### src/rtl/show_cycle_pkg.sv
package show_cycle_pkg;
  typedef enum logic [1:0] {
    SHOW_OFF  = 2'b00,
    SHOW_ON   = 2'b01,
    SHOW_RSVD = 2'b10,
    SHOW_HALT = 2'b11
  } show_mode_e;

  localparam logic [1:0] SZ_BYTE = 2'b01;
  localparam logic [1:0] SZ_WORD = 2'b10;

  typedef struct packed {
    logic show_en;
    logic halt_on_grant;
  } mode_ctl_t;
endpackage

### src/rtl/scv_mode_decode.sv
module scv_mode_decode
  import show_cycle_pkg::*;
(
  input  logic [1:0] mode_i,
  output mode_ctl_t  ctl_o
);
  show_mode_e mode;
  assign mode = show_mode_e'(mode_i);

  always_comb begin
    ctl_o = '0;
    unique case (mode)
      SHOW_OFF:  ctl_o = '{show_en: 1'b0, halt_on_grant: 1'b0};
      SHOW_ON,
      SHOW_RSVD: ctl_o = '{show_en: 1'b1, halt_on_grant: 1'b0};
      SHOW_HALT: ctl_o = '{show_en: 1'b1, halt_on_grant: 1'b1};
      default:   ctl_o = '0;
    endcase
  end
endmodule

### src/rtl/scv_lane_mux.sv
module scv_lane_mux
  import show_cycle_pkg::*;
#(
  parameter int DATA_W = 16,
  localparam int NUM_LANES = DATA_W / 8,
  localparam int LANE_W = (NUM_LANES > 1) ? $clog2(NUM_LANES) : 1
) (
  input  logic [DATA_W-1:0] data_i,
  input  logic [1:0]        size_i,
  input  logic              rw_i,
  input  logic [LANE_W-1:0] lane_i,
  output logic [DATA_W-1:0] data_o
);
  logic [7:0]        sel_byte;
  logic [DATA_W-1:0] repl;

  // lane 0 of the address is the most significant byte
  always_comb begin
    sel_byte = '0;
    for (int k = 0; k < NUM_LANES; k++)
      if (k == NUM_LANES - 1 - int'(lane_i)) sel_byte = data_i[8*k +: 8];
  end

  for (genvar g = 0; g < NUM_LANES; g++) begin : g_repl
    assign repl[8*g +: 8] = sel_byte;
  end

  assign data_o = (!rw_i && size_i == SZ_BYTE) ? repl : data_i;
endmodule

### src/rtl/scv_bus_gate.sv
module scv_bus_gate (
  input  logic clk_i,
  input  logic rst_ni,
  input  logic valid_i,
  input  logic ext_i,
  input  logic ack_i,
  input  logic bg_i,
  input  logic halt_on_grant_i,
  output logic accept_o,
  output logic stall_o
);
  logic halt;

  assign halt     = bg_i & (halt_on_grant_i | (valid_i & ext_i));
  assign accept_o = valid_i & ~halt;
  assign stall_o  = halt | (valid_i & ext_i & ~ack_i);

  assert_halt_stall_R9: assert property (@(posedge clk_i) disable iff (!rst_ni)
    (bg_i && halt_on_grant_i) |-> (stall_o && !accept_o));
  assert_ext_wait_R5: assert property (@(posedge clk_i) disable iff (!rst_ni)
    (valid_i && ext_i && !ack_i) |-> stall_o);
  assert_ext_grant_R11: assert property (@(posedge clk_i) disable iff (!rst_ni)
    (valid_i && ext_i && bg_i) |-> !accept_o);
endmodule

### src/rtl/scv_pin_stage.sv
module scv_pin_stage
  import show_cycle_pkg::*;
#(
  parameter int ADDR_W = 24,
  parameter int FC_W   = 3,
  parameter int DATA_W = 16
) (
  input  logic              clk_i,
  input  logic              rst_ni,
  input  logic              accept_i,
  input  logic              show_en_i,
  input  logic              ext_i,
  input  logic              ack_i,
  input  logic [ADDR_W-1:0] addr_i,
  input  logic [FC_W-1:0]   fc_i,
  input  logic [1:0]        size_i,
  input  logic              rw_i,
  input  logic [DATA_W-1:0] data_i,
  input  logic              bg_i,
  output logic [ADDR_W-1:0] addr_o,
  output logic [FC_W-1:0]   fc_o,
  output logic [1:0]        size_o,
  output logic              rw_o,
  output logic              as_no,
  output logic              ds_no,
  output logic              ctl_oe_o,
  output logic [DATA_W-1:0] data_o,
  output logic              data_oe_o
);
  logic strobe_q, oe_q, bg_q;
  logic strobe_d, oe_d;

  always_comb begin
    strobe_d = 1'b0;
    oe_d     = 1'b0;
    if (accept_i) begin
      if (ext_i) begin
        strobe_d = ~ack_i;
        oe_d     = ~ack_i & ~rw_i;
      end else begin
        strobe_d = show_en_i;
        oe_d     = show_en_i;
      end
    end
  end

  always_ff @(posedge clk_i or negedge rst_ni) begin
    if (!rst_ni) begin
      addr_o   <= '0;
      fc_o     <= '0;
      size_o   <= '0;
      rw_o     <= 1'b1;
      data_o   <= '0;
      strobe_q <= 1'b0;
      oe_q     <= 1'b0;
      bg_q     <= 1'b0;
    end else begin
      bg_q     <= bg_i;
      strobe_q <= strobe_d;
      oe_q     <= oe_d;
      if (accept_i) begin
        addr_o <= addr_i;
        fc_o   <= fc_i;
        size_o <= size_i;
        rw_o   <= rw_i;
        data_o <= data_i;
      end
    end
  end

  assign as_no     = ~strobe_q;
  assign ds_no     = ~strobe_q;
  assign ctl_oe_o  = ~bg_q;
  assign data_oe_o = oe_q & ~bg_q;

  assert_oe_needs_ds_R4: assert property (@(posedge clk_i) disable iff (!rst_ni)
    data_oe_o |-> !ds_no);
  assert_off_no_strobe_R2: assert property (@(posedge clk_i) disable iff (!rst_ni)
    ($past(rst_ni) && $past(accept_i && !ext_i && !show_en_i)) |-> (as_no && ds_no && !data_oe_o));
  assert_idle_release_R4: assert property (@(posedge clk_i) disable iff (!rst_ni)
    ($past(rst_ni) && $past(!accept_i)) |-> (!data_oe_o && as_no));
  assert_ext_repl_R6: assert property (@(posedge clk_i) disable iff (!rst_ni)
    (data_oe_o && !rw_o && size_o == SZ_BYTE) |-> (data_o[15:8] == data_o[7:0]));
endmodule

### src/rtl/show_cycle_ctrl.sv
module show_cycle_ctrl
  import show_cycle_pkg::*;
#(
  parameter int ADDR_W = 24,
  parameter int FC_W   = 3,
  parameter int DATA_W = 16
) (
  input  logic              clk_i,
  input  logic              rst_ni,
  input  logic [1:0]        mode_i,
  input  logic              int_valid_i,
  input  logic              int_ext_i,
  input  logic [ADDR_W-1:0] int_addr_i,
  input  logic [FC_W-1:0]   int_fc_i,
  input  logic [1:0]        int_size_i,
  input  logic              int_rw_i,
  input  logic [DATA_W-1:0] int_data_i,
  input  logic              ext_bg_i,
  input  logic              ext_ack_i,
  output logic              int_stall_o,
  output logic [ADDR_W-1:0] ext_addr_o,
  output logic [FC_W-1:0]   ext_fc_o,
  output logic [1:0]        ext_size_o,
  output logic              ext_rw_o,
  output logic              ext_as_no,
  output logic              ext_ds_no,
  output logic              ext_ctl_oe_o,
  output logic [DATA_W-1:0] ext_data_o,
  output logic              ext_data_oe_o
);
  localparam int NUM_LANES = DATA_W / 8;
  localparam int LANE_W    = (NUM_LANES > 1) ? $clog2(NUM_LANES) : 1;

  mode_ctl_t         mctl;
  logic              accept;
  logic [DATA_W-1:0] lane_data;

  scv_mode_decode u_mode (
    .mode_i (mode_i),
    .ctl_o  (mctl)
  );

  scv_bus_gate u_gate (
    .clk_i           (clk_i),
    .rst_ni          (rst_ni),
    .valid_i         (int_valid_i),
    .ext_i           (int_ext_i),
    .ack_i           (ext_ack_i),
    .bg_i            (ext_bg_i),
    .halt_on_grant_i (mctl.halt_on_grant),
    .accept_o        (accept),
    .stall_o         (int_stall_o)
  );

  scv_lane_mux #(.DATA_W(DATA_W)) u_lane (
    .data_i (int_data_i),
    .size_i (int_size_i),
    .rw_i   (int_rw_i),
    .lane_i (int_addr_i[LANE_W-1:0]),
    .data_o (lane_data)
  );

  scv_pin_stage #(.ADDR_W(ADDR_W), .FC_W(FC_W), .DATA_W(DATA_W)) u_pins (
    .clk_i     (clk_i),
    .rst_ni    (rst_ni),
    .accept_i  (accept),
    .show_en_i (mctl.show_en),
    .ext_i     (int_ext_i),
    .ack_i     (ext_ack_i),
    .addr_i    (int_addr_i),
    .fc_i      (int_fc_i),
    .size_i    (int_size_i),
    .rw_i      (int_rw_i),
    .data_i    (lane_data),
    .bg_i      (ext_bg_i),
    .addr_o    (ext_addr_o),
    .fc_o      (ext_fc_o),
    .size_o    (ext_size_o),
    .rw_o      (ext_rw_o),
    .as_no     (ext_as_no),
    .ds_no     (ext_ds_no),
    .ctl_oe_o  (ext_ctl_oe_o),
    .data_o    (ext_data_o),
    .data_oe_o (ext_data_oe_o)
  );

  assert_grant_release_R8: assert property (@(posedge clk_i) disable iff (!rst_ni)
    ($past(rst_ni) && $past(ext_bg_i)) |-> (!ext_ctl_oe_o && !ext_data_oe_o));
  assert_halt_hold_R9: assert property (@(posedge clk_i) disable iff (!rst_ni)
    ($past(rst_ni) && $past(mode_i == 2'b11 && ext_bg_i)) |-> ($stable(ext_addr_o) && ext_as_no));
  assert_show_on_R3: assert property (@(posedge clk_i) disable iff (!rst_ni)
    ($past(rst_ni) && $past(int_valid_i && !int_ext_i && mode_i != 2'b00 && !ext_bg_i))
      |-> (!ext_as_no && !ext_ds_no && ext_data_oe_o));
endmodule

### config.mk
export PLATFORM = sky130hd
export DESIGN_NAME = show_cycle_ctrl
export DESIGN_NICKNAME = d
export VERILOG_FILES = /design/src/rtl/show_cycle_pkg.sv /design/src/rtl/scv_mode_decode.sv /design/src/rtl/scv_lane_mux.sv /design/src/rtl/scv_bus_gate.sv /design/src/rtl/scv_pin_stage.sv /design/src/rtl/show_cycle_ctrl.sv
export SDC_FILE = /design/constraint.sdc
export NUM_CORES = 1
export LEC_CHECK = 0
export BUFFER_PORTS_ARGS = -buffer_cell sky130_fd_sc_hd__buf_2
export CAP_MARGIN = 40
export CORE_ASPECT_RATIO = 1.25
export CORE_UTILIZATION = 41
export CTS_CLUSTER_DIAMETER = 80
export DETAILED_ROUTE_END_ITERATION = 12
export HOLD_SLACK_MARGIN = 0.1
export PLACE_DENSITY_LB_ADDON = 0.1
export SLEW_MARGIN = 20
export SYNTH_ARGS = -nofsm -noshare
export SYNTH_HDL_FRONTEND = slang
export SYNTH_SLANG_ARGS = --single-unit
### constraint.sdc
create_clock -name clk_i -period 0.8 [get_ports clk_i]
set_input_delay 0 -clock clk_i [delete_from_list [all_inputs] [get_ports clk_i]]
set_output_delay 0 -clock clk_i [all_outputs]
set_load 0.03 [all_outputs]
==> run metrics <==
synthesis-to-finish area growth=82.0%; Core Region=4830 µm²; CP startpoint=u_pins.bg_q; Synth Area per Inst=15.9 µm²; DRT Pass-1 Iters=4; final hold vios=0; Final WS setup=-0.217 ns; antenna violations before repair=0; register bit total from synthesis=49; die height=82.3 µm; Gate Count Post-Synth=133; leakage=0.00187 µW; Cell Area, Placed=2960 µm²; design area=3850 µm²; largest net degree at the start of global routing=50; ratio of cells with drive above 1 in the final layout=0.770; max_cap viols=0; die width=66.2 µm; CTS Buffer Depth=2; vias per cell=4.91; vias in the first global route=1789; CTS clk-pin slew, worst paths=0.09 ns; CP arrival=between 1 and 1.5 ns; most frequent cells in the layout=53 x buf_6, 52 x buf_2, 49 x mux2_4; Tightest Hold Check Type=primary input to flip-flop; Fin Clk Skew=0 ns; failing checks=negative setup slack; terminus of the critical flop-to-flop path=u_pins.addr_o[8]; post-cts hold buffer count=33; root buf cell=clkbuf_8; CTS buffer count=5; Post-Synthesis Cell Area=2110 µm²; minimum hold slack=roughly 0.053 ns; cell taking the most area after synthesis=dfrtp_1; largest cells by area after synthesis=dfrtp_1 57%, mux2_2 27%, mux2_4 5.7%, mux2_1 1.6%, buf_4 1.4%; Critical Path Fanout Max=2; Least-Margin Pin Slew=between 0.3 and 0.4 ns; Synth cell types=20; number of cells on the worst reg-to-reg path=1; Pwr per Cell Area=about 2000 nW/µm²; Peak supply drop=1.39 mV; htree depth=2; GR Util All Layers=0.228; period utilization=1.27; total wire length=6100 µm; Worst Setup End Kind=output pin; Slew Limit Fails=0; initial core utilization=0.437; Data required, critical path=0.80 ns; routability cong.=0.700; worst skew pair latency=between 0.2 and 0.3 ns; Syn. warnings=0; FF-to-FF Start=u_pins.addr_o[8]; WS Path Type=flip-flop to output pin; average wire per standard cell=approximately 18 µm; die area=5450 µm²; DR vias=1705; I/O pin cnt=~110; setup violators final=77; DRC viols=0; share of the synthesized area in the top cell type=0.568; FF-to-FF setup slack=-0.02 ns; GRT overflow=0; Mapped Nets=187; Post-DRT Antenna Nets=0; status=finished, violations left; ant diodes=0; DRT iter0 DRCs=60; Slew HR=0.796; Total Nets Final=340; clock tree from TritonCTS=done; critical path endpoint=ext_data_oe_o; Setup crit start kind=flip-flop; first-pass GRT wire length=9070 µm; share of the yosys chip area belonging to registers=0.581; row count=28; Pwr Total=7820 µW; post-route minimum period=1.02 ns; Port Buf Inserts=between 100 and 150; most common cell after layout, fill and taps aside=buf_6; Sinks on Clock Net=49; Highest Clock Rate=a little under 1 GHz; dpl hpwl=3140 µm; RSZ-0062 raised after global routing=yes
-- flip-flops by register name, summed over array words and instances (netlist names) --
| register | flops |
|---|---|
| u_pins.data_o | 16 |
| u_pins.size_o | 2 |
| u_pins.oe_q | 1 |
| u_pins.strobe_q | 1 |
| u_pins.fc_o | 3 |
| u_pins.addr_o | 24 |
| u_pins.bg_q | 1 |
| u_pins.rw_o | 1 |
-- timing repair --
| item | in CTS | in global routing |
|---|---|---|
| pin swaps | 1 | 1 |
| cloned | 0 | 1 |
| hold endpoints to repair | 98 | 18 |
| setup buffers | 0 | 3 |
| resized for setup | 117 | 4 |
| endpoints found under the setup margin | 66 | 93 |
-- power by group --
part | internal (µW) | total [µW] | switching (µW) | leakage [µW]
combinational | 1510 | 2830 | 1320 | 0.00126
clock | 1020 | 1830 | 816 | 0.0000574
sequential | 2870 | 3160 | 286 | 0.000551
total | 5400 | 7820 | 2420 | 0.00187
-- per-stage QoR --
stage	util	cells	worst slack (ns)	setup TNS [ns]
after floorplan	-	133	-0.423	-7.83
after global placement	0.613	302	-0.528	-16.26
after detailed placement	0.613	302	-0.567	-16.68
after CTS	0.783	343	-0.192	-5.39
after global routing	0.796	347	-0.259	-7.55
final	0.796	347	-0.217	-5.37
-- worst max-delay path, cell delays in order, from the launching register on --
cell and delay, ns:
dfrtp_1 0.41, nor2b_2 0.16, buf_6 0.15
-- worst min path at each step --
stage                        endpoint      from  depth (start not counted)  slack, ns
floorplan            u_pins.addr_o[0]    rst_ni                          0      -0.30
global placement    u_pins.addr_o[20]    rst_ni                          2       0.01
detailed placement  u_pins.addr_o[20]    rst_ni                          2       0.01
CTS                       u_pins.rw_o  int_rw_i                          3       0.04
global route              u_pins.rw_o  int_rw_i                          3       0.05
finish                    u_pins.rw_o  int_rw_i                          3       0.05
-- cell usage after synthesis --
| library cell | number |
|---|---|
| o22ai_1 | 1 |
| a22oi_1 | 1 |
| and4bb_1 | 1 |
| mux2_1 | 3 |
| buf_6 | 1 |
| mux2_4 | 8 |
| dfrtp_1 | 48 |
| nor3_1 | 2 |
| nor4b_4 | 1 |
| nand2_1 | 1 |
| dfstp_2 | 1 |
| o21ai_1 | 1 |
| a21oi_1 | 1 |
| a211oi_1 | 1 |
| o21a_1 | 1 |
| inv_1 | 3 |
| mux2_2 | 51 |
| buf_2 | 2 |
| buf_4 | 4 |
| nor2b_1 | 1 |
-- cell type report --
type	instances	area, µm²
repair buffers	153	1380
flip-flops and latches	49	1260
multi-input cells	74	1010
fillers	262	988
clock buffers	6	82.6
well taps	60	75.1
clock inverters	2	37.5
inverters	3	11.3
-- metal layers --
| metal | part of all wire | vias up | GRT usage |
|---|---|---|---|
| li1 | - | 776 | - |
| met1 | 0.39 | 848 | 0.258 |
| met2 | 0.54 | 72 | 0.417 |
| met3 | 0.054 | 9 | 0.0549 |
| met4 | 0.016 | 0 | 0.0745 |
| met5 | 0 | - | 0 |
-- cells by family after synthesis --
family	after synthesis	share of synthesized area
muxes	62	0.345
buffers and inverters	10	0.0296
AOI/OAI and AO/OA	6	0.0184
and+or+nand+nor	6	0.0266
DFF	49	0.581
Note: power is estimated with default switching activity, not from simulation.
